## config.mk

```make
export PLATFORM = sky130hd
export DESIGN_NAME = burst_sram
export DESIGN_NICKNAME = d
export VERILOG_FILES = /design/src/rtl/burst_sram_pkg.sv /design/src/rtl/burst_sram_addr.sv /design/src/rtl/burst_sram_ctrl.sv /design/src/rtl/burst_sram_array.sv /design/src/rtl/burst_sram.sv
export SDC_FILE = /design/constraint.sdc
export NUM_CORES = 2
export LEC_CHECK = 0
export BUFFER_PORTS_ARGS = -buffer_cell sky130_fd_sc_hd__buf_4
export CAP_MARGIN = 15
export CELL_PAD_IN_SITES_DETAIL_PLACEMENT = 0
export CELL_PAD_IN_SITES_GLOBAL_PLACEMENT = 1
export CORE_MARGIN = 2
export CORE_UTILIZATION = 55
export CTS_BUF_LIST = sky130_fd_sc_hd__clkbuf_8
export DETAILED_ROUTE_END_ITERATION = 6
export PLACE_DENSITY = 0.76
export RECOVER_POWER = 50
export SLEW_MARGIN = 20
export SYNTH_ARGS = -nofsm -noshare
export SYNTH_HDL_FRONTEND = slang
export SYNTH_HIERARCHICAL = 1
export SYNTH_SLANG_ARGS = --single-unit
export TNS_END_PERCENT = 30
```

## constraint.sdc

```tcl
create_clock -name clk -period 7.7 [get_ports clk]
set_clock_uncertainty 0.05 [all_clocks]
set_input_delay 1.54 -clock clk [delete_from_list [all_inputs] [get_ports clk]]
set_output_delay 1.54 -clock clk [all_outputs]
set_load 0.01 [all_outputs]
```

## src/rtl/burst_sram_pkg.sv

```systemverilog
package burst_sram_pkg;
   typedef enum logic {
      ORDER_LINEAR      = 1'b0,
      ORDER_INTERLEAVED = 1'b1
   } burst_order_e;

   localparam int unsigned BURST_W = 2;
endpackage

```

## src/rtl/burst_sram_addr.sv

```systemverilog
module burst_sram_addr
   import burst_sram_pkg::*;
#(
   parameter int unsigned ADDR_W = 6,
   parameter int unsigned STEP_W = BURST_W
) (
   input  logic [ADDR_W-1:0] base,
   input  logic [STEP_W-1:0] step,
   input  burst_order_e      order,
   output logic [ADDR_W-1:0] acc_addr
);
   logic [STEP_W-1:0] low_lin, low_ilv, low_sel;

   assign low_lin = base[STEP_W-1:0] + step;
   assign low_ilv = base[STEP_W-1:0] ^ step;
   assign low_sel = (order == ORDER_INTERLEAVED) ? low_ilv : low_lin;

   generate
      if (ADDR_W > STEP_W) begin : g_hi
         assign acc_addr = {base[ADDR_W-1:STEP_W], low_sel};
      end else begin : g_lo
         assign acc_addr = low_sel;
      end
   endgenerate
endmodule

```

## src/rtl/burst_sram_ctrl.sv

```systemverilog
module burst_sram_ctrl
   import burst_sram_pkg::*;
#(
   parameter int unsigned ADDR_W = 6,
   parameter int unsigned LANES  = 4
) (
   input  logic              clk,
   input  logic              rst_n,
   input  logic              en,
   input  logic              load,
   input  logic              sel,
   input  logic              wr_req,
   input  logic [ADDR_W-1:0] addr,
   input  logic [LANES-1:0]  bw_n,
   input  burst_order_e      order,
   output logic              fire,
   output logic              is_wr,
   output logic [ADDR_W-1:0] acc_addr,
   output logic              pend_v,
   output logic [ADDR_W-1:0] pend_addr,
   output logic [LANES-1:0]  pend_be,
   output logic              rd_valid,
   output logic              active
);
   logic              wr_q;
   logic [ADDR_W-1:0] base_q, base_c;
   logic [BURST_W-1:0] step_q, step_c;

   assign step_c = load ? '0 : step_q + 1'b1;
   assign base_c = load ? addr : base_q;
   assign fire   = load ? sel : active;
   assign is_wr  = load ? wr_req : wr_q;

   burst_sram_addr #(.ADDR_W(ADDR_W), .STEP_W(BURST_W)) u_addr (
      .base     (base_c),
      .step     (step_c),
      .order    (order),
      .acc_addr (acc_addr)
   );

   always_ff @(posedge clk or negedge rst_n) begin
      if (!rst_n) begin
         active    <= 1'b0;
         wr_q      <= 1'b0;
         base_q    <= '0;
         step_q    <= '0;
         pend_v    <= 1'b0;
         pend_addr <= '0;
         pend_be   <= '0;
         rd_valid  <= 1'b0;
      end else if (en) begin
         if (load) begin
            active <= sel;
            wr_q   <= wr_req;
            base_q <= addr;
         end
         step_q    <= step_c;
         pend_v    <= fire & is_wr;
         pend_addr <= acc_addr;
         pend_be   <= ~bw_n;
         rd_valid  <= fire & ~is_wr;
      end
   end
endmodule

```

## src/rtl/burst_sram_array.sv

```systemverilog
module burst_sram_array #(
   parameter int unsigned ADDR_W = 6,
   parameter int unsigned LANES  = 4,
   parameter int unsigned LANE_W = 8,
   localparam int unsigned DATA_W = LANES * LANE_W,
   localparam int unsigned WORD_W = LANES * (LANE_W + 1),
   localparam int unsigned DEPTH  = 1 << ADDR_W
) (
   input  logic              clk,
   input  logic              en,
   input  logic              pend_v,
   input  logic [ADDR_W-1:0] pend_addr,
   input  logic [LANES-1:0]  pend_be,
   input  logic [WORD_W-1:0] din,
   input  logic              rd_en,
   input  logic [ADDR_W-1:0] rd_addr,
   output logic [WORD_W-1:0] rd_data
);
   logic [WORD_W-1:0] mem [DEPTH];
   logic [WORD_W-1:0] old_word, new_word, rd_word;

   assign old_word = mem[pend_addr];

   generate
      for (genvar i = 0; i < LANES; i++) begin : g_lane
         assign new_word[i*LANE_W +: LANE_W] = pend_be[i] ? din[i*LANE_W +: LANE_W]
                                                          : old_word[i*LANE_W +: LANE_W];
         assign new_word[DATA_W + i] = pend_be[i] ? din[DATA_W + i] : old_word[DATA_W + i];
      end
   endgenerate

   assign rd_word = (pend_v && (pend_addr == rd_addr)) ? new_word : mem[rd_addr];

   always_ff @(posedge clk) begin
      if (en) begin
         if (pend_v) mem[pend_addr] <= new_word;
         if (rd_en)  rd_data <= rd_word;
      end
   end
endmodule

```

## src/rtl/burst_sram.sv

```systemverilog
module burst_sram
   import burst_sram_pkg::*;
#(
   parameter int unsigned ADDR_W = 6,
   parameter int unsigned LANES  = 4,
   parameter int unsigned LANE_W = 8,
   localparam int unsigned WORD_W = LANES * (LANE_W + 1)
) (
   input  logic              clk,
   input  logic              rst_n,
   input  logic              cen_n,
   input  logic              sleep,
   input  logic              ce1_n,
   input  logic              ce2,
   input  logic              ce3_n,
   input  logic              advance,
   input  logic              we_n,
   input  logic [LANES-1:0]  bw_n,
   input  logic [ADDR_W-1:0] addr,
   input  logic              order_ilv,
   input  logic              oe_n,
   input  logic [WORD_W-1:0] din,
   output logic [WORD_W-1:0] dout,
   output logic              dq_oe
);
   generate
      if (ADDR_W < BURST_W) begin : g_bad_addr
         $error("burst_sram: ADDR_W must cover the burst offset");
      end
      if (LANES < 1 || LANE_W < 1) begin : g_bad_lane
         $error("burst_sram: lane geometry must be non-empty");
      end
   endgenerate

   logic              en, sel, fire, is_wr, pend_v, rd_valid, active;
   logic [ADDR_W-1:0] acc_addr, pend_addr;
   logic [LANES-1:0]  pend_be;
   logic [WORD_W-1:0] rd_data;
   burst_order_e      order;

   assign en    = ~cen_n & ~sleep;
   assign sel   = ~ce1_n & ce2 & ~ce3_n;
   assign order = burst_order_e'(order_ilv);

   burst_sram_ctrl #(.ADDR_W(ADDR_W), .LANES(LANES)) u_ctrl (
      .clk       (clk),
      .rst_n     (rst_n),
      .en        (en),
      .load      (~advance),
      .sel       (sel),
      .wr_req    (~we_n),
      .addr      (addr),
      .bw_n      (bw_n),
      .order     (order),
      .fire      (fire),
      .is_wr     (is_wr),
      .acc_addr  (acc_addr),
      .pend_v    (pend_v),
      .pend_addr (pend_addr),
      .pend_be   (pend_be),
      .rd_valid  (rd_valid),
      .active    (active)
   );

   burst_sram_array #(.ADDR_W(ADDR_W), .LANES(LANES), .LANE_W(LANE_W)) u_array (
      .clk       (clk),
      .en        (en),
      .pend_v    (pend_v),
      .pend_addr (pend_addr),
      .pend_be   (pend_be),
      .din       (din),
      .rd_en     (fire & ~is_wr),
      .rd_addr   (acc_addr),
      .rd_data   (rd_data)
   );

   assign dq_oe = rd_valid & ~oe_n & ~sleep;
   assign dout  = dq_oe ? rd_data : '0;
endmodule

```

==> results.txt <==
----------------------------------------------------
[Status]
  Outcome ... finished, violations left
  Failing checks ... capacitance limit, slew limit

[Power]
  Worst IR Drop VDD ... 252 uV
  Power, Total ... 28.8 mW
  Leakage Power ... 32.4 nW
  Power density over the cells ... 283 nW/um2

[Synth]
  Leading cell types by count after synthesis ... sky130_fd_sc_hd__edfxtp_1, sky130_fd_sc_hd__mux4_2, sky130_fd_sc_hd__nor2_1
  Leading post-synthesis cells by cell area ... sky130_fd_sc_hd__edfxtp_1, sky130_fd_sc_hd__mux4_2, sky130_fd_sc_hd__mux2i_1
  Part of the Yosys area used for sequential elements ... 76.8%
  Netlist Area Pre-Place ... 92200 um2
  Largest area contributor in the netlist ... sky130_fd_sc_hd__edfxtp_1
  Area share of the leading cell type in the synthesized netlist ... 76.2%
  Dominant cell by count in the synthesized netlist ... sky130_fd_sc_hd__edfxtp_1
  Warnings, synthesis ... 6
  Number of register bits inferred by synthesis ... 2362
  Number of standard cells after synthesis ... 4449
  Primary FF master, synth ... sky130_fd_sc_hd__edfxtp_1
  Mean post-synth cell area ... 20.7 um2
  Number of enable flip-flop cells after synthesis ... 2340
  Proportion of register bits with asynchronous set or reset after synthesis ... 0.931%
  Syn_nets ... 4507
  Count of cell types in the netlist ... 42

[GRT]
  Vias in the first global route ... 45395
  Wire length of the first global-routing pass ... 336 mm
  Number of antenna violations at the first check in global routing ... 33
  Overflow left after global routing ... 0
  Total routing usage reported by global routing ... 28.2%
  Pin count of the biggest net entering global routing ... 136

[Timing]
  TNS Setup ... 0 ns
  Period utilization ... 81.9%
  Post-route minimum period ... 6.31 ns
  Number of endpoints failing setup at the final stage ... 0
  Unrepaired setup endpoints after global routing ... no
  Slew Limit Fails ... 2508
  Fmax ... 159 MHz
  Worst-Margin Slew ... 3.26 ns
  Worst-case headroom to the max-slew limit ... -117%
  Final hold violations ... 0

[Flow run]
  Max-cap check violation count ... 40

[Clock tree]
  Cells resized by post-CTS repair ... 0
  Number of sinks handled by clock tree synthesis ... 2362
  Buffer count from post-CTS setup fixing ... 0
  Insertion delay to the later sink of the worst-skew pair ... 1.07 ns
  Buffer cell driving the clock tree root ... sky130_fd_sc_hd__clkbuf_8
  Buffer depth of the longest clock path ... 4
  Hold buffers post-CTS ... 0
  CTS tree ... yes
  Depth of the CTS H-tree ... 5
  Clock slew at the register clock pins of the worst setup and hold paths ... 0.06 ns
  Total clock buffers created by CTS ... 381

[Die]
  Core Rows ... 150
  Count of pins on the block boundary ... 94
  DIE AREA ... 171000 um2
  DIE WIDTH ... 414 um
  Starting Density ... 55.3%
  Core area ... 167000 um2
  Floorplan die height ... 414 um

[Placed design]
  Final GP Congestion ... 0.857
  Placed wire-length estimate after detailed placement ... 142 mm
  Port Buffers ... 93
  Instance area at placement ... 95200 um2
  Cell count after placement ... 6523

[Critical path]
  Critical-path maximum fanout ... 38
  Nature of the critical path startpoint ... input pin
  Cell family contributing the most delay on the critical path ... buffers and inverters
  Setup CP Type ... input pin to flop
  Type of element capturing the critical path ... flop
  Required time reported for the critical path endpoint ... 8.22 ns
  Cell with the most instances on the worst path ... sky130_fd_sc_hd__clkbuf_1
  Slowest stage delay, CP ... 2.13 ns
  CP Data Arrival Time ... 6.83 ns
  CP bufs+invs ... 3
  Series of cell instances along the critical path ... clkbuf_1 -> nor2_4 -> clkbuf_1 -> and2_2 -> clkbuf_1
  Slowest cell on the critical path ... sky130_fd_sc_hd__clkbuf_1

[Finish]
  Final Instance Area ... 102000 um2
  Layout Nets ... 4760
  Growth of design area from synthesis to finish ... 10.2%
  Final core utilization ... 60.9%
  Non-filler instance count after layout ... 7205
  Proportion of layout cells with a drive suffix above 1 ... 23.5%

[Drt]
  Routed WL ... 240 mm
  DR iter-0 viols ... 5971
  Drt first pass iters ... 5
  Post-DR wirelength/cell ... 33.2 um
  Number of remaining DRC errors ... 0
  Average vias per placed instance ... 6.50
  Via count ... 46798
  Post-route antenna net violation count ... 0

[Hold path]
  Min-delay worst type ... flop to flop

----------------------------------------------------
[cells in the final DEF, fill, tap and decap left out, types with 14 or more instances in the layout]
| master | instances |
|---|---|
| sky130_fd_sc_hd__edfxtp_1 | 2340 |
| sky130_fd_sc_hd__mux4_2 | 489 |
| sky130_fd_sc_hd__clkbuf_8 | 391 |
| sky130_fd_sc_hd__mux2i_1 | 274 |
| sky130_fd_sc_hd__nor2_1 | 270 |
| sky130_fd_sc_hd__nand2_1 | 169 |
| sky130_fd_sc_hd__inv_1 | 123 |
| sky130_fd_sc_hd__buf_4 | 105 |
| sky130_fd_sc_hd__a22o_1 | 99 |
| sky130_fd_sc_hd__clkinv_1 | 92 |
| sky130_fd_sc_hd__a22oi_1 | 66 |
| sky130_fd_sc_hd__clkinv_2 | 41 |
| sky130_fd_sc_hd__clkbuf_1 | 40 |
| sky130_fd_sc_hd__a21oi_1 | 37 |
| sky130_fd_sc_hd__nor3_1 | 36 |
| sky130_fd_sc_hd__nand4_1 | 34 |
| sky130_fd_sc_hd__nand3_1 | 34 |
| sky130_fd_sc_hd__a221oi_1 | 33 |
| sky130_fd_sc_hd__nor4_1 | 33 |
| sky130_fd_sc_hd__a41o_1 | 33 |
| sky130_fd_sc_hd__a211oi_1 | 33 |
| sky130_fd_sc_hd__diode_2 | 31 |
| sky130_fd_sc_hd__nor2_2 | 31 |
| sky130_fd_sc_hd__nor4bb_2 | 23 |
| sky130_fd_sc_hd__dfrtp_1 | 22 |
| sky130_fd_sc_hd__mux2_2 | 21 |
| sky130_fd_sc_hd__buf_12 | 14 |
[kinds of logic after synthesis]
logic type	synth area share, %
multiplexers	15.2
adder cells (fa/ha/maj)	0.0136
AO/OA/AOI/OAI	2.64
flip-flops	76.8
XOR/XNOR	0.0855
AND/OR/NAND/NOR	3.73
buffers and inverters	1.54
[through the flow]
step / setup slack, ns / hold WS (ns)
final: 1.39 / 0.449
after global routing: 1.32 / 0.469
after CTS: 2.74 / 0.257
after detailed placement: 1.61 / 0.447
after global placement: 1.64 / 0.437
after floorplan: 3.13 / 0.427
[final cells by class]
class / instances / area [um2]
Antenna cell: 31 / 77.6
Fill cell: 11689 / 65200
Clock inverter: 260 / 1180
Inverter: 7 / 26.3
Clock buffer: 391 / 5380
Sequential cell: 2362 / 70800
Timing Repair Buffer: 159 / 1220
Multi-Input combinational cell: 1791 / 20200
Tap cell: 2204 / 2760
[final timing paths]
path / startpoint / endpoint / slack [ns] / depth (start not counted)
worst max-delay path: sleep / u_array/rd_data[27]$_DFFE_PP_ / 1.39 / 5
worst min-delay path: u_ctrl/base_q[1]$_DFFE_PN0P_ / u_ctrl/base_q[1]$_DFFE_PN0P_ / 0.45 / 1
worst max register to register: u_ctrl/base_q[0]$_DFFE_PN0P_ / u_array/rd_data[9]$_DFFE_PP_ / 3.40 / 8
worst min register to register: u_ctrl/base_q[1]$_DFFE_PN0P_ / u_ctrl/base_q[1]$_DFFE_PN0P_ / 0.45 / 1
max in group asynchronous: rst_n / u_ctrl/pend_addr[0]$_DFFE_PN0P_ / 5.84 / 1
min in group asynchronous: rst_n / u_ctrl/active$_DFFE_PN0P_ / 0.80 / 1
[routing by layer]
metal  routed length, um  global-route usage [%]  up-vias
li1                    -                       -    19024
met1               90400                    38.1    24779
met2              115000                    43.7     2482
met3               24000                    7.52      495
met4                9800                    12.1       18
met5                 105                       0        -
[power breakdown]
part | leakage, nW | switching, mW | internal, mW
Sequential | 21.3 | 0.0581 | 14.3
Combinational | 7.31 | 2.93 | 2.02
Clock | 3.81 | 4.69 | 4.84
Total | 32.4 | 7.69 | 21.1
[sequential cells by signal, summed over array words and instances (netlist names)]
signal	count
u_ctrl/pend_be	4
u_ctrl/active	1
u_ctrl/wr_q	1
u_ctrl/pend_v	1
u_array/rd_data	36
u_ctrl/base_q	6
u_array/mem	2304
u_ctrl/pend_addr	6
u_ctrl/step_q	2
u_ctrl/rd_valid	1
Note: power is estimated with default switching activity, not from simulation.
